### config.mk
export PLATFORM = sky130hd
export DESIGN_NAME = pgw_walker
export DESIGN_NICKNAME = d
export VERILOG_FILES = /design/src/rtl/pgw_pkg.sv /design/src/rtl/pgw_index.sv /design/src/rtl/pgw_check.sv /design/src/rtl/pgw_walker.sv
export SDC_FILE = /design/constraint.sdc
export NUM_CORES = 1
export LEC_CHECK = 0
export BUFFER_PORTS_ARGS = -buffer_cell sky130_fd_sc_hd__buf_2
export CORE_MARGIN = 5
export CORE_UTILIZATION = 45
export DETAILED_ROUTE_END_ITERATION = 8
export PLACE_DENSITY = 0.74
export SYNTH_ARGS = -nofsm -noshare
export SYNTH_HDL_FRONTEND = slang
export SYNTH_SLANG_ARGS = --single-unit
### constraint.sdc
create_clock -name clk -period 4.1 [get_ports clk]
set_input_delay 0.205 -clock clk [delete_from_list [all_inputs] [get_ports clk]]
set_output_delay 0.205 -clock clk [all_outputs]
set_load 0.005 [all_outputs]
### src/rtl/pgw_pkg.sv
package pgw_pkg;

  // entry bit positions decoded by the walker
  localparam int E_V   = 0;
  localparam int E_R   = 1;
  localparam int E_W   = 2;
  localparam int E_X   = 3;
  localparam int E_REF = 4;
  localparam int E_MOD = 5;
  localparam int E_NC  = 6;

  typedef enum logic [1:0] {ACC_READ, ACC_WRITE, ACC_EXEC, ACC_RSVD} acc_e;
  typedef enum logic [1:0] {FLT_NONE, FLT_ABSENT, FLT_PROT, FLT_BAD} flt_e;
  typedef enum logic [2:0] {S_IDLE, S_LV1, S_LV2, S_LV3, S_WB, S_DONE, S_FLT} walk_e;

  // whether an access kind is covered by the three rights bits (r,w,x)
  function automatic logic acc_allowed(input acc_e acc, input logic [2:0] rwx);
    case (acc)
      ACC_READ:  return rwx[0];
      ACC_WRITE: return rwx[1];
      ACC_EXEC:  return rwx[2];
      default:   return 1'b0;
    endcase
  endfunction

  // status bits an access leaves in the entry
  function automatic logic [31:0] mark_entry(input logic [31:0] ent, input acc_e acc);
    logic [31:0] m;
    m = ent;
    m[E_REF] = 1'b1;
    if (acc == ACC_WRITE) m[E_MOD] = 1'b1;
    return m;
  endfunction

endpackage

### src/rtl/pgw_index.sv
module pgw_index #(
  parameter int L1_BITS  = 8,
  parameter int L2_BITS  = 6,
  parameter int L3_BITS  = 6,
  parameter int OFF_BITS = 12
) (
  input  logic [L1_BITS+L2_BITS+L3_BITS-1:0] vpn,
  input  logic [1:0]                         lvl,
  input  logic [31-OFF_BITS:0]               tbl_pfn,
  output logic [31:0]                        ent_addr
);
  localparam int VPN_BITS = L1_BITS + L2_BITS + L3_BITS;

  logic [OFF_BITS-1:0] idx;

  always_comb begin
    case (lvl)
      2'd1:    idx = OFF_BITS'(vpn[VPN_BITS-1 -: L1_BITS]);
      2'd2:    idx = OFF_BITS'(vpn[L3_BITS +: L2_BITS]);
      2'd3:    idx = OFF_BITS'(vpn[0 +: L3_BITS]);
      default: idx = '0;
    endcase
  end

  assign ent_addr = {tbl_pfn, {OFF_BITS{1'b0}}} + 32'({idx, 2'b00});

endmodule

### src/rtl/pgw_check.sv
module pgw_check
  import pgw_pkg::*;
(
  input  logic [31:0] ent,
  input  logic [1:0]  lvl,
  input  acc_e        acc,
  output flt_e        flt,
  output logic        is_ptr,
  output logic [31:0] upd_ent,
  output logic        upd_needed
);
  logic [2:0] rwx;
  assign rwx = ent[E_X:E_R];

  always_comb begin
    flt    = FLT_NONE;
    is_ptr = 1'b0;
    if (!ent[E_V])                 flt = FLT_ABSENT;
    else if (lvl != 2'd3) begin
      if (rwx != 3'b000)           flt = FLT_BAD;
      else                         is_ptr = 1'b1;
    end
    else if (rwx == 3'b000)        flt = FLT_BAD;
    else if (!acc_allowed(acc, rwx)) flt = FLT_PROT;
  end

  assign upd_ent    = mark_entry(ent, acc);
  assign upd_needed = (upd_ent != ent);

endmodule

### src/rtl/pgw_walker.sv
module pgw_walker
  import pgw_pkg::*;
#(
  parameter int L1_BITS  = 8,
  parameter int L2_BITS  = 6,
  parameter int L3_BITS  = 6,
  parameter int OFF_BITS = 12
) (
  input  logic        clk,
  input  logic        rst_n,
  input  logic        ptbr_load,
  input  logic [19:0] ptbr_value,
  input  logic        req_valid,
  input  logic [31:0] req_vaddr,
  input  logic [1:0]  req_acc,
  output logic        req_ready,
  output logic        mem_req,
  output logic        mem_we,
  output logic [31:0] mem_addr,
  output logic [31:0] mem_wdata,
  input  logic        mem_ack,
  input  logic [31:0] mem_rdata,
  output logic        done,
  output logic [31:0] res_paddr,
  output logic [2:0]  res_rwx,
  output logic        res_nocache,
  output logic        fault,
  output logic [1:0]  fault_code,
  output logic [1:0]  fault_level
);
  localparam int VPN_BITS = L1_BITS + L2_BITS + L3_BITS;
  localparam int PFN_BITS = 32 - OFF_BITS;

  walk_e               state;
  logic [PFN_BITS-1:0] root_q, tbl_q;
  logic [31:0]         va_q, wb_q, paddr_q;
  acc_e                acc_q;
  logic [2:0]          rwx_q;
  logic                nc_q;
  flt_e                flt_q;
  logic [1:0]          flvl_q;

  // named internal events
  logic [1:0]  cur_lvl;
  logic        accept;
  logic        rd_ack;
  flt_e        chk_flt;
  logic        chk_ptr;
  logic [31:0] chk_upd;
  logic        chk_upd_needed;

  always_comb begin
    case (state)
      S_LV1:       cur_lvl = 2'd1;
      S_LV2:       cur_lvl = 2'd2;
      S_LV3, S_WB: cur_lvl = 2'd3;
      default:     cur_lvl = 2'd0;
    endcase
  end

  assign accept = req_valid && (state == S_IDLE);
  assign rd_ack = mem_ack && (state inside {S_LV1, S_LV2, S_LV3});

  pgw_index #(
    .L1_BITS(L1_BITS), .L2_BITS(L2_BITS), .L3_BITS(L3_BITS), .OFF_BITS(OFF_BITS)
  ) u_index (
    .vpn     (va_q[31 -: VPN_BITS]),
    .lvl     (cur_lvl),
    .tbl_pfn (tbl_q),
    .ent_addr(mem_addr)
  );

  pgw_check u_check (
    .ent       (mem_rdata),
    .lvl       (cur_lvl),
    .acc       (acc_q),
    .flt       (chk_flt),
    .is_ptr    (chk_ptr),
    .upd_ent   (chk_upd),
    .upd_needed(chk_upd_needed)
  );

  always_ff @(posedge clk) begin
    if (!rst_n) begin
      state   <= S_IDLE;
      root_q  <= '0;
      tbl_q   <= '0;
      va_q    <= '0;
      acc_q   <= ACC_READ;
      wb_q    <= '0;
      paddr_q <= '0;
      rwx_q   <= '0;
      nc_q    <= 1'b0;
      flt_q   <= FLT_NONE;
      flvl_q  <= '0;
    end else begin
      if (ptbr_load) root_q <= ptbr_value;
      case (state)
        S_IDLE: if (accept) begin
          va_q  <= req_vaddr;
          acc_q <= acc_e'(req_acc);
          tbl_q <= root_q;
          state <= S_LV1;
        end
        S_LV1, S_LV2, S_LV3: if (mem_ack) begin
          if (chk_flt != FLT_NONE) begin
            flt_q  <= chk_flt;
            flvl_q <= cur_lvl;
            state  <= S_FLT;
          end else if (chk_ptr) begin
            tbl_q <= mem_rdata[31 -: PFN_BITS];
            state <= (state == S_LV1) ? S_LV2 : S_LV3;
          end else begin
            paddr_q <= {mem_rdata[31 -: PFN_BITS], va_q[OFF_BITS-1:0]};
            rwx_q   <= mem_rdata[E_X:E_R];
            nc_q    <= mem_rdata[E_NC];
            wb_q    <= chk_upd;
            state   <= chk_upd_needed ? S_WB : S_DONE;
          end
        end
        S_WB:    if (mem_ack) state <= S_DONE;
        default: state <= S_IDLE;
      endcase
    end
  end

  assign req_ready   = (state == S_IDLE);
  assign mem_req     = (state inside {S_LV1, S_LV2, S_LV3, S_WB});
  assign mem_we      = (state == S_WB);
  assign mem_wdata   = wb_q;
  assign done        = (state == S_DONE);
  assign fault       = (state == S_FLT);
  assign res_paddr   = paddr_q;
  assign res_rwx     = rwx_q;
  assign res_nocache = nc_q;
  assign fault_code  = flt_q;
  assign fault_level = flvl_q;

  // ---------------- assertions ----------------
  p_idle_quiet_r9: assert property (@(posedge clk) disable iff (!rst_n)
    req_ready |-> !mem_req);

  p_accept_reads_r9: assert property (@(posedge clk) disable iff (!rst_n)
    req_valid && req_ready |=> mem_req && !mem_we);

  p_req_hold_r10: assert property (@(posedge clk) disable iff (!rst_n)
    mem_req && !mem_ack |=> mem_req && $stable(mem_addr) && $stable(mem_we));

  p_done_pulse_r4: assert property (@(posedge clk) disable iff (!rst_n)
    done |=> !done && req_ready);

  p_done_fault_excl_r4: assert property (@(posedge clk) disable iff (!rst_n)
    !(done && fault));

  p_fault_pulse_r5: assert property (@(posedge clk) disable iff (!rst_n)
    fault |=> !fault && req_ready);

  p_fault_coded_r7: assert property (@(posedge clk) disable iff (!rst_n)
    fault |-> (fault_code != 2'd0) && (fault_level != 2'd0));

  p_wb_marks_used_r8: assert property (@(posedge clk) disable iff (!rst_n)
    mem_req && mem_we |-> mem_wdata[E_REF] && mem_wdata[E_V]);

  p_ptr_next_level_r3: assert property (@(posedge clk) disable iff (!rst_n)
    rd_ack && chk_ptr |=> mem_req && !mem_we && (mem_addr[31:OFF_BITS] == $past(mem_rdata[31:OFF_BITS])));

endmodule

==> Word-level counts from Yosys, hierarchy flattened <==
Cells that the tools add are included.
{ "totals": {"register_bits": 149, "inputBits": 91, "output_inout_bits": 109} }
{ "classes": {"add_sub_neg": 1, "n_eq_ne": 18, "n_mux": 28, "bitwise": 2, "n_reduce_logical": 15} }
{ "ops": {"columns": ["cell", "n"], "rows": [
  ["two-way mux 20 bit", 4],
  ["one-hot mux 20 bit (2 select lines)", 1],
  ["adder 32 x 10 -> 32 bit", 1],
  ["one-hot mux 8 bit (3 select lines)", 1],
  ["two-way mux 3 bit", 5],
  ["two-way mux 2 bit", 5],
  ["== test 3 bit, second input constant", 3],
  ["two-way mux 1 bit", 9],
  ["one-hot mux 3 bit (3 select lines)", 1],
  ["!= test 2 bit, second input constant", 4],
  ["== test 2 bit, second input constant", 3],
  ["== test 3 x 2 -> 1 bit, second input constant", 2],
  ["zero test 3 bit", 2],
  ["one-hot mux 2 bit (3 select lines)", 1],
  ["AND reduction 3 bit", 2],
  ["AND reduction 5 bit", 1],
  ["== test 2 x 1 -> 1 bit, second input constant", 2],
  ["!= test 2 x 1 -> 1 bit, second input constant", 2],
  ["AND reduction 4 bit", 1],
  ["nonzero test 2 bit", 2],
  ["nonzero test 4 bit", 1],
  ["== test 3 x 1 -> 1 bit, second input constant", 1],
  ["one-hot mux 1 bit (3 select lines)", 1],
  ["nonzero test 3 bit", 1],
  ["7 further kinds", 8]
]} }

==> Depth between registers and ports, before layout <==
{ "logic_depth": {"ltp_word": 14, "depth_mapped": 12} }

==> By module <==
From an unflattened synthesis, not the netlist that was laid out.
{ "hier_totals": {"hier_cells": 776, "area_unflattened_um2": 6915.4} }
{ "modules_own_cells": {"columns": ["module", "n_inst", "cells_each", "area_each_um2", "seq_area_each_um2"], "rows": [
  ["pgw_walker", 1, 687, 6202.2, 2982.9],
  ["pgw_index", 1, 42, 377.9, 0.0],
  ["pgw_check", 1, 47, 335.3, 0.0]
]} }

==> Worst setup path before layout <==
OpenSTA, ideal clock, no wires.
{ "synth_path": {"path_type": "reg2reg", "from": "reg state[2]", "to": "reg wb_q[16] (netlist: mem_wdata[16])", "arrival_ns": 2.513, "required_ns": 4.030, "setup_slack_ns": 1.517, "stages_incl_launch_ff": 13, "n_path_buf": 3, "period_less_slack_ns": 2.583, "cell_sequence": "dfxtp_1 > buf_2 > nor3b_2 > a21o_1 > buf_6 > inv_1 > ha_1 > nand2b_1 > nand2b_1 > a2111oi_4 > buf_6 > nand2_1 > a21boi_1"} }
{ "synth_via": {"elab_chain_len": 9, "word_cells_on_any_way": 16} }
{ "synth_rtl": {"columns": ["element", "line", "text"], "rows": [
  ["start: declaration", "pgw_walker.sv:34", "walk_e state;"],
  ["start signal: assignment", "pgw_walker.sv:112", "state <= (state == S_LV1) ? S_LV2 : S_LV3;"],
  ["start signal: assignment", "pgw_walker.sv:118", "state <= chk_upd_needed ? S_WB : S_DONE;"],
  ["== test 3 bit (*)", null, null],
  ["net mem_we", "pgw_walker.sv:18", "output logic mem_we,"],
  ["OR reduction 2 bit (*)", "pgw_walker.sv:53", "case (state)"],
  ["one-hot mux 2 bit (3 select lines) (*)", "pgw_walker.sv:53", null],
  ["!= test 2 bit (*)", "pgw_check.sv:19", "else if (lvl != 2'd3) begin"],
  ["two-way mux 2 bit", "pgw_check.sv:19", null],
  ["two-way mux 2 bit", "pgw_check.sv:18", "if (!ent[E_V]) flt = FLT_ABSENT;"],
  ["nonzero test 2 bit", "pgw_walker.sv:106", "if (chk_flt != FLT_NONE) begin"],
  ["inverter 1 bit (no source line)", null, null],
  ["AND reduction 4 bit (no source line) (*)", null, null],
  ["end signal: assignment", "pgw_walker.sv:117", "wb_q <= chk_upd;"],
  ["end: declaration", "pgw_walker.sv:36", "logic [31:0] va_q, wb_q, paddr_q;"]
]} }
Mark *: on every way through the listed nets, which the timed path passes. The rest lies on a longest branch.
A chain may end at the register's enable or synchronous reset.

==> Worst setup path after layout <==
{ "layout_path": {"from": "reg state[2]", "to": "reg wb_q[11] (netlist: mem_wdata[11])"} }
{ "layout_via": {"elab_chain_len": 9, "word_cells_on_any_way": 16} }
{ "layout_rtl": {"columns": ["element", "line"], "rows": [
  ["== test 3 bit / == test 3 x 2 -> 1 bit (equally long branches)", "pgw_walker.sv:53, pgw_walker.sv:98"],
  ["OR reduction 2 bit", "pgw_walker.sv:53"],
  ["one-hot mux 2 bit (3 select lines)", "pgw_walker.sv:53"],
  ["!= test 2 bit", "pgw_check.sv:19"],
  ["two-way mux 2 bit", "pgw_check.sv:19"],
  ["two-way mux 2 bit", "pgw_check.sv:18"],
  ["nonzero test 2 bit", "pgw_walker.sv:106"],
  ["inverter 1 bit (no source line)", null],
  ["AND reduction 4 bit (no source line) (*)", null]
]} }
Every way passes the cells marked *; elsewhere a longest branch is shown, timed or not.

==> results.py <==
metrics = {
    "global_route": {
        "grt_pass1_vias": 4790,
        "grt_start_max_net_pins": 95,
        "grt_pass1_wl_um": 22900,
        "grt_overflow": 0,
        "track_usage": 0.1977,
        "antenna_found_initial": 0,
    },
    "cts": {
        "cts_tree": "built",
        "cts_setup_buffers": 0,
        "hold_buffers": 0,
        "insertion_delay_ns": 0.42,
        "cts.sinks": 125,
        "numCtsBuffers": 17,
        "htree_levels": 4,
        "clk_pin_slew_ns": 0.05,
        "clockBufferDepth": 2,
        "root_buffer": "clkbuf_16",
        "ctsResizeCount": 0,
    },
    "timing": {
        "hold_viol": 0,
        "fin_crit_sh": 0.8580,
        "fin_worst_skew_ns": 0.01031,
        "rsz0062_at_grt": "false",
        "max_freq_ghz": 0.2843,
        "fin_tns_setup_ns": 0,
        "period_minus_slack_ns": 3.518,
        "hold_slack_ns": 0.03292,
        "setup_viol_count_final": 0,
        "max_slew_margin": 0.2339,
        "worst-slew-pin-transition_ns": 1.146,
        "drv_slew": 0,
    },
    "floorplanning": {
        "die_x_um": 121.0,
        "rows": 40,
        "core_area_um2": 12060,
        "initial_core_util": 0.4601,
        "die_area_um2": 14650,
        "dieHeight_um": 121.0,
        "ios": 200,
    },
    "logic_synthesis": {
        "synthTopCellsByCount": "nand2_1 (201), dfxtp_1 (125), mux2i_1 (43)",
        "synthSimpleGateAreaFrac": 0.1865,
        "synthCells": 630,
        "synthArstFlopShare": 0,
        "synth_enable_flop_cells": 0,
        "netlist.area_leader.share": 0.4510,
        "yosys.area_share.adder": 0.002255,
        "yosys.cell_types.count": 41,
        "synth_seq_area_share": 0.4510,
        "synth.mux.area_fraction": 0.1182,
        "synth_compound_area_frac": 0.1585,
        "synth_flop_cell": "dfxtp_1",
        "synth_area_leader_cell": "dfxtp_1",
        "synth_top_family_by_area": "simple AND/OR/NAND/NOR gates",
        "yosysWarnings": 0,
        "syn_area_um2": 5549,
        "syn_area_per_cell_um2": 8.808,
        "synth.area.top_cells": "dfxtp_1 (45%), nand2_1 (14%), mux2i_1 (7.8%)",
        "synth_most_common_cell": "nand2_1",
        "synth-xor-area-share": 0.001578,
        "synth-seq-cells": 125,
    },
    "pwr": {
        "cellPowerDensity_nw_per_um2": 453.3,
        "ir_worst_vdd_mv": 0.2243,
        "p_leak_uw": 0.003175,
    },
    "outcome": {
        "outcome": "finished clean",
    },
    "critical_path": {
        "slowest_delay_ns": 0.72,
        "slowest_stage": "a2111o_1",
        "crit_top_cell": "nand2b_1",
        "r2r_slack_ns": 0.58,
        "critPathArrivalTime_ns": 3.85,
        "end_kind": "register",
        "cp_data_required_time_ns": 4.43,
        "critPathTopFamily": "compound AO/OA/AOI/OAI gates",
        "crit_fanout": 26,
        "path_cells": "nor3b_2, a21o_1, inv_1, ha_1, nand2b_1, nand2b_1, a2111o_1, buf_4, nand2_1, a21boi_1",
        "cp_num_buf_inv": 2,
        "worstSetupPathType": "reg -> reg",
        "worstSetupStartpointType": "register",
    },
    "final_layout": {
        "drive_gt1_frac": 0.3203,
        "area_delta_synth_final_pct": 24.31,
        "nNetsFinal": 872,
        "diodes": 0,
    },
    "detailed_routing": {
        "routedWlPerCell_um": 15.04,
        "drt_first_pass_iters": 5,
        "wl_met2_um": 7029,
        "drt_iter0_markers": 258,
        "route.met3.wl_um": 1071,
        "wl_met1_um": 6176,
        "highest_layer": "met4",
        "wirelength_um": 14450,
        "vias_per_cell": 4.879,
        "final_antenna_net_count": 0,
        "remaining_drc_errors": 0,
        "vias": 4689,
    },
    "flow_run": {
        "cap_violations": 0,
    },
    "min_path": {
        "min_path_type": "in -> reg",
    },
    "placed_design": {
        "post-dp-hpwl_um": 10390,
        "place_congestion": 0.8259,
        "portBuffers": 195,
    },
}
==> report_power, final <==
group          total (µW)  switching, µW  leakage (µW)  internal [µW]
registers            1340           49.0       0.00102           1290
clock network        1350            507      0.000262            841
logic                 442            240       0.00190            202
==> kinds of logic after synthesis <==
group | after synthesis
and+or+nand+nor | 247
DFF | 125
AOI/OAI and AO/OA | 114
buffers and inverters | 78
muxes | 63
adders and majority gates | 1
other | 1
xor gates and xnor gates | 1
==> worst register-to-register path: stages (launching register included) <==
cell and delay, ns:
dfxtp_1 0.62, nor3b_2 0.41, a21o_1 0.38, inv_1 0.09, ha_1 0.28, nand2b_1 0.15
nand2b_1 0.19, a2111o_1 0.72, buf_4 0.36, nand2_1 0.08, a21boi_1 0.14
==> path summary, 6_finish.rpt <==
kind,start,end,cells past startpoint
setup / recovery,state[2],mem_wdata[11],10
hold / removal,mem_rdata[8],mem_wdata[8],3
setup reg to reg,state[2],mem_wdata[11],10
hold reg to reg,mem_wdata[7],mem_wdata[7],2
==> per-stage QoR <==
stage                 util  worst slack (ns)  std cells  power, µW  cell area, µm²
floorplan                -             1.517        633       1658            5560
finish              0.5719            0.5823        961       3127            6898
global placement    0.5280            0.7728        929       1791            6369
detailed placement  0.5280            0.5332        929       1808            6369
CTS                 0.5719            0.5056        961       3164            6898
global route        0.5719            0.1859        961       3276            6898
==> flip-flops by register name (all words and copies together), names as in the netlist <==
signal	flops
fault_code	2
state	3
fault_level	2
res_paddr	12
va_q	32
mem_wdata	32
acc_q	2
root_q	20
tbl_q	20
==> area by class of cell <==
class	instances	area, µm²
clock buffers	24	461.7
clock inverters	8	67.56
fillers	1082	5164
inverters	6	22.52
multi-input cells	430	2618
flip-flops and latches	125	2502
well taps	168	210.2
repair buffers	200	1016
==> layer usage <==
metal / up-vias / GRT usage
met5: - / 0
met4: 0 / 0.07861
met3: 10 / 0.06527
met2: 157 / 0.3251
met1: 2162 / 0.2382
li1: 2360 / -
==> placed cells by master, fill, tap and decap left out, types with 3 or more instances in the layout <==
master / netlist / routed
a21boi_0: 39 / 39
a21boi_1: 37 / 37
a21oi_1: 5 / 4
a22oi_1: 6 / 6
and2_1: 5 / 5
buf_2: 4 / 194
buf_4: 29 / 6
clkbuf_1: 31 / 6
clkbuf_16: 0 / 17
clkinv_2: 0 / 6
conb_1: 1 / 4
dfxtp_1: 125 / 125
inv_1: 6 / 6
mux2_2: 20 / 20
mux2i_1: 43 / 43
nand2_1: 201 / 201
nor2_1: 5 / 5
nor2b_1: 23 / 23
nor3_1: 3 / 3
o21a_1: 5 / 5
o21ai_0: 9 / 9
Power figures use the tool's default switching activity.
